## src/rtl/cwf_line_fill.sv

```systemverilog
module cwf_line_fill #(
  parameter int LINE_BITS = 256,
  parameter int BUS_BITS  = 32,
  parameter int ADDR_BITS = 32
) (
  input  logic                 clk,
  input  logic                 rst_n,
  input  logic                 req_valid,
  input  logic [ADDR_BITS-1:0] req_addr,
  output logic                 req_ready,
  output logic                 busy,
  output logic                 mem_req_valid,
  output logic [ADDR_BITS-1:0] mem_req_addr,
  input  logic                 mem_req_ready,
  input  logic                 mem_beat_valid,
  input  logic [BUS_BITS-1:0]  mem_beat_data,
  output logic                 cpu_word_valid,
  output logic [BUS_BITS-1:0]  cpu_word_data,
  output logic                 line_done,
  output logic [LINE_BITS-1:0] line_data
);

  localparam int BEATS  = LINE_BITS / BUS_BITS;
  localparam int IDX_W  = $clog2(BEATS);
  localparam int BYTE_W = $clog2(BUS_BITS / 8);
  localparam logic [ADDR_BITS-1:0] LOW_MASK = (ADDR_BITS'(1) << BYTE_W) - ADDR_BITS'(1);
  localparam logic [IDX_W-1:0] LAST_CNT = IDX_W'(BEATS - 1);

  typedef enum logic [1:0] {S_IDLE, S_ASK, S_FILL} state_t;

  state_t           state;
  logic [IDX_W-1:0] crit;
  logic [IDX_W-1:0] cnt;

  wire take_req  = req_valid && (state == S_IDLE);
  wire take_beat = mem_beat_valid && (state == S_FILL);
  wire last_beat = take_beat && (cnt == LAST_CNT);
  wire [IDX_W-1:0] wr_idx = crit + cnt;

  assign req_ready     = (state == S_IDLE);
  assign busy          = (state != S_IDLE);
  assign mem_req_valid = (state == S_ASK);

  always_ff @(posedge clk or negedge rst_n) begin
    if (!rst_n) begin
      state        <= S_IDLE;
      crit         <= '0;
      cnt          <= '0;
      mem_req_addr <= '0;
    end else begin
      case (state)
        S_IDLE: if (take_req) begin
          state        <= S_ASK;
          crit         <= req_addr[BYTE_W +: IDX_W];
          mem_req_addr <= req_addr & ~LOW_MASK;
        end
        S_ASK: if (mem_req_ready) begin
          state <= S_FILL;
          cnt   <= '0;
        end
        S_FILL: if (take_beat) begin
          cnt <= cnt + IDX_W'(1);
          if (last_beat) state <= S_IDLE;
        end
        default: state <= S_IDLE;
      endcase
    end
  end

  always_ff @(posedge clk or negedge rst_n) begin
    if (!rst_n) begin
      cpu_word_valid <= 1'b0;
      cpu_word_data  <= '0;
      line_done      <= 1'b0;
    end else begin
      cpu_word_valid <= take_beat && (cnt == '0);
      line_done      <= last_beat;
      if (take_beat && (cnt == '0)) cpu_word_data <= mem_beat_data;
    end
  end

  for (genvar j = 0; j < BEATS; j++) begin : g_slot
    always_ff @(posedge clk or negedge rst_n) begin
      if (!rst_n)
        line_data[j*BUS_BITS +: BUS_BITS] <= '0;
      else if (take_beat && (wr_idx == IDX_W'(j)))
        line_data[j*BUS_BITS +: BUS_BITS] <= mem_beat_data;
    end
  end

  a_r1_start_from_request: assert property (@(posedge clk) disable iff (!rst_n)
    $rose(busy) |-> $past(req_valid));

  a_r2_hold_mem_request: assert property (@(posedge clk) disable iff (!rst_n)
    mem_req_valid && !mem_req_ready |=> mem_req_valid && $stable(mem_req_addr));

  a_r5_forward_first_beat: assert property (@(posedge clk) disable iff (!rst_n)
    cpu_word_valid |-> $past(mem_beat_valid) && cpu_word_data == $past(mem_beat_data));

  a_r6_done_after_beat: assert property (@(posedge clk) disable iff (!rst_n)
    line_done |-> $past(mem_beat_valid) && !busy);

  a_r8_no_beat_no_finish: assert property (@(posedge clk) disable iff (!rst_n)
    busy && !mem_beat_valid |=> busy);

  a_r5_single_pulse: assert property (@(posedge clk) disable iff (!rst_n)
    cpu_word_valid |=> !cpu_word_valid);

endmodule

```

## config.mk

```make
export PLATFORM = sky130hd
export DESIGN_NAME = cwf_line_fill
export DESIGN_NICKNAME = d
export VERILOG_FILES = /design/src/rtl/cwf_line_fill.sv
export SDC_FILE = /design/constraint.sdc
export NUM_CORES = 1
export LEC_CHECK = 0
export ABC_CLOCK_PERIOD_IN_PS = 1900
export BUFFER_PORTS_ARGS = -buffer_cell sky130_fd_sc_hd__buf_2
export CAP_MARGIN = 10
export CORE_MARGIN = 2
export CORE_UTILIZATION = 45
export CTS_CLUSTER_DIAMETER = 150
export DETAILED_ROUTE_END_ITERATION = 10
export GPL_TIMING_DRIVEN = 0
export HOLD_SLACK_MARGIN = 0.1
export PLACE_DENSITY = 0.79
export SLEW_MARGIN = 20
export SYNTH_ARGS = -nofsm -noshare
export SYNTH_HDL_FRONTEND = slang
export SYNTH_SLANG_ARGS = --single-unit
```

## constraint.sdc

```tcl
create_clock -name clk -period 1.9 [get_ports clk]
set_input_delay 0.19 -clock clk [delete_from_list [all_inputs] [get_ports clk]]
set_output_delay 0.19 -clock clk [all_outputs]
set_load 0.02 [all_outputs]
```

Yosys cells after proc, flatten, opt, wreduce, memory -nomap -nowiden
Cells that the tools add are included.
{ "word_totals": {"ff_bits": 328, "output_inout_bits": 325} }
{ "classes": {"n_eq_ne": 14, "mux": 8, "n_reduce_logical": 20, "add_sub_neg": 2} }
{ "op_table": {"columns": ["op", "count"], "rows": [
  ["$eq 3x3->1 const B", 5],
  ["$logic_and 1x1->1", 12],
  ["$mux 2", 4],
  ["$eq 3x2->1 const B", 2],
  ["$logic_not 3->1", 2],
  ["$mux 3", 2],
  ["$pmux 2 s3", 1],
  ["$pmux 3 s2", 1],
  ["$ne 2x1->1 const B", 2],
  ["$ne 2x2->1 const B", 2],
  ["$reduce_and 4->1", 1],
  ["$reduce_bool 2->1", 2],
  ["$add 3x1->3 const B", 1],
  ["$add 3x3->3", 1],
  ["$eq 3x1->1 const B", 1],
  ["$reduce_and 3->1", 1],
  ["$eq 2x1->1 const B", 1],
  ["$eq 2x2->1 const B", 1],
  ["$logic_not 2->1", 1],
  ["$reduce_and 2->1", 1]
]} }

Depth between registers and ports, before layout
{ "depth": {"depth_word": 6, "depth_mapped": 7} }

Worst setup path before layout
Ideal clock, no wire load.
{ "synth_timing": {"path_kind": "register -> register", "start": "register crit[0]", "end": "register line_data[247]", "t_arrival_ps": 2146, "path_stages_with_launch": 8, "required_ps": 1775, "synth_period_minus_slack_ps": 2271, "path_slack_ps": -371, "cell_sequence": "dfrtp_1 > ha_1 > inv_1 > fa_1 > xor3_2 > nor3_4 > buf_6 > mux2_2"} }
{ "synth_via": {"elab_chain_len": 3} }
{ "synth_lines": {"columns": ["element", "line_no", "text"], "rows": [
  ["start: declaration", "32", "logic [IDX_W-1:0] crit;"],
  ["start signal: assignment", "54", "crit <= req_addr[BYTE_W +: IDX_W];"],
  ["$add 3x3->3", "38", "wire [IDX_W-1:0] wr_idx = crit + cnt;"],
  ["$eq 3x3->1", "86", "else if (take_beat && (wr_idx == IDX_W'(j)))"],
  ["$logic_and 1x1->1", "86", null],
  ["end signal: indexed assignment", "87", "line_data[j*BUS_BITS +: BUS_BITS] <= mem_beat_data;"],
  ["end: declaration", "20", "output logic [LINE_BITS-1:0] line_data"]
]} }
No other way between the ends.
A chain may end at the register's enable or synchronous reset.

Final worst setup path
{ "layout_timing": {"start": "register crit[0]", "end": "register line_data[227]"} }
The elaborated chain is that of the path after synthesis.

==> results_dict.tcl <==
set metrics [dict create \
    antenna_found_initial 1 \
    finalPower_mw 35.33 \
    critPathMostFrequentCell "buf_12" \
    cts_sinks 325 \
    core_mm2 0.02703 \
    hold_violations 0 \
    worstRegToRegCells 9 \
    drv_cap 0 \
    dp_slack_ns -0.5492 \
    ir_worst_vdd_mv 1.118 \
    crit_required_ns 2.28 \
    cts_tree "done" \
    syn_area_per_cell_um2 17.05 \
    violations "setup timing" \
    start_util_pct 45.86 \
    clkLatencyLatePin_ns 0.51 \
    final_area_mm2 0.01879 \
    rsz0062_at_grt "true" \
    clockRootBuffer "clkbuf_16" \
    crit_chain "ha_4 > inv_2 > fa_2 > xor3_2 > nor3_4 > buf_12 > buf_12 > buf_12 > mux2_4" \
    netlist_area_mm2 0.01239 \
    setup_ws_ns -0.4188 \
    placed_cell_area_mm2 0.01488 \
    wl_met2_um 19480 \
    hp-start "mem_beat_data[0]" \
    layout.nets 1362 \
    hold-worst-slack_ns 0.1143 \
    setup_tns_ns -84.75 \
    route.detailed.drc 0 \
    fin_crit_ns 2.319 \
    clk_pin_slew_ns 0.06 \
    die-area_mm2 0.02888 \
    drive_above_1_share_pct 67.30 \
    max_slew_margin_pct 59.90 \
    finalCritPeriodShare_pct 122.0 \
    cts_max_path_buffers 3 \
    startpoint "crit[0]" \
    grt_pass1_wl_um 54650 \
    worstSetupPathType "reg -> reg" \
    rr_endpoint "line_data[227]" \
    place_congestion 0.8021 \
    ys_seq_area_share_pct 65.62 \
    critPathMaxFanout 5 \
    fp-row-count 60 \
    vias 8596 \
    drt-initial-drc-count 359 \
    slowest_delay_ns 0.40 \
    postSynth.asyncResetShare_pct 100.0 \
    min_to "line_data[160]" \
    fin_cells 1654 \
    grt_pass1_vias 9131 \
    finClkSkew_ns 0.01635 \
    slew_violations 0 \
    run_status "complete, but fails checks" \
    ys_seq_elements 325 \
    startpoint_type "flip-flop" \
    cts_buffers 35 \
    regArea_mm2 0.008134 \
    post-route-util_pct 69.52 \
    placed_cells 1461 \
    critPathTopFamily "adder cells" \
    multi_input_area_mm2 0.004748 \
    rr_startpoint "crit[0]" \
    p_leak_nw 9.620 \
    hold_path.class "in -> reg" \
    grt_usage_pct 25.00 \
    synth_edf_count 0 \
    vias_per_cell 5.197 \
    die_w_um 170.0 \
    synthCells 727 \
    fmax_mhz 431.3 \
    grt_max_degree 95 \
    io_buffers 389 \
    ff2ff_setup_slack_ns -0.42 \
    synth_flop_cell "dfrtp_1" \
    ys_warn_count 0 \
    critPathSlowestCell "dfrtp_2" \
    wl_met1_um 15810 \
    htree_levels 2 \
    wirelength_um 39060 \
    tightest_slew_ns 0.6016 \
    dieHeight_um 170.0 \
    drtPass1Iterations 4 \
    top_layer "met4" \
    power.density_mw_per_mm2 1880 \
    cp_num_buf_inv 4 \
    hold_depth 2 \
    fillCellCount 1746 \
    dp_hpwl_um 22070 \
    met3_length_um 2610 \
    setup_violations 286 \
    synth_cell_types 29 \
    critPathArrivalTime_ns 2.70 \
    antenna_left 0 \
    cp-end-kind "flip-flop" \
    synthToLayoutAreaGrowth_pct 51.60 \
    wire_per_inst_um 23.61 \
    grt_overflow 0 \
    pin_count 394 \
]
[worst reg2reg max path, delay by kind of cell, from the launching register on]
kind,cells,cell delay [ns]
xor+xnor,1,0.31
fa+ha+maj,2,0.49
buf+inv,4,0.44
flops,1,0.40
mux,1,0.30
simple gates,1,0.25
[synthesized netlist by cell type, types with 2 or more instances]
| cell type | instances | share of area [%] |
|---|---|---|
| a211oi_1 | 2 | 0.12 |
| a21oi_1 | 5 | 0.20 |
| buf_2 | 9 | 0.36 |
| buf_4 | 20 | 1.2 |
| buf_6 | 7 | 0.64 |
| dfrtp_1 | 325 | 66 |
| ha_1 | 4 | 0.40 |
| inv_1 | 6 | 0.18 |
| mux2_1 | 11 | 1.0 |
| mux2_2 | 307 | 28 |
| nand2_1 | 2 | 0.061 |
| nand3_1 | 4 | 0.16 |
| nor2_1 | 3 | 0.091 |
| nor3_1 | 4 | 0.16 |
| nor3_4 | 4 | 0.52 |
[routing by layer]
layer | track usage [%] | vias to the layer above
li1 | - | 3713
met1 | 31.06 | 4451
met2 | 42.77 | 356
met3 | 6.047 | 76
met4 | 8.993 | 0
met5 | 0 | -
[power by group]
part / switching [mW] / total, mW / internal, mW
combinational: 8.70 / 16.4 / 7.67
sequential: 1.88 / 12.1 / 10.2
clock: 2.69 / 6.88 / 4.20
total: 13.3 / 35.3 / 22.1
[worst max-delay path by stage]
stage	endpoint	slack [ns]	cells past startpoint
CTS	line_data[8]	-0.40	8
finish	line_data[227]	-0.42	9
floorplan	line_data[100]	-0.27	7
detailed placement	line_data[91]	-0.55	7
global placement	crit[0]	-5.87	1
global route	line_data[226]	-0.50	9
[placed cells by master, fill, tap and decap left out, types with 5 or more instances in the layout]
cell type        n
buf_2          391
buf_8            5
buf_16           9
clkbuf_8         6
clkinv_2         6
dfrtp_1        324
mux2_2         132
clkbuf_1         8
dlygate4sd3_1   67
clkbuf_16       46
buf_6           26
buf_12          34
a21oi_1          5
mux2_4         186
buf_4           16
[timing repair]
action / CTS / global route
cloned: 10 / 11
resized for setup: 157 / 179
setup endpoints to repair: 285 / 316
hold buffers: 66 / 1
hold endpoints to repair: 380 / 3
pin swaps: 4 / 6
buffers inserted: 28 / 23
[state kept, by name (all words and copies together), names as in the netlist]
name	cells
mem_req_addr	28
cpu_word_valid	1
line_done	1
cpu_word_data	32
crit	2
line_data	256
state	2
cnt	3
[logic make-up after synthesis]
family	synth area share [%]
DFF	65.62
buffers and inverters	2.393
and+or+nand+nor	1.727
other	0.03026
AOI/OAI and AO/OA	0.3735
xor gates and xnor gates	0.3937
adders and majority gates	0.5654
muxes	28.89
[layout make-up]
| cell class | count | area share (%) |
|---|---|---|
| Multi-Input combinational cell | 361 | 25.27 |
| Clock buffer | 51 | 5.527 |
| Inverter | 6 | 0.1332 |
| Sequential cell | 325 | 43.29 |
| Buffer | 35 | 3.083 |
| Clock inverter | 10 | 0.6859 |
| Tap cell | 341 | 2.271 |
| Antenna cell | 1 | 0.01332 |
| Timing Repair Buffer | 524 | 19.72 |
Note: power is estimated with default switching activity, not from simulation.
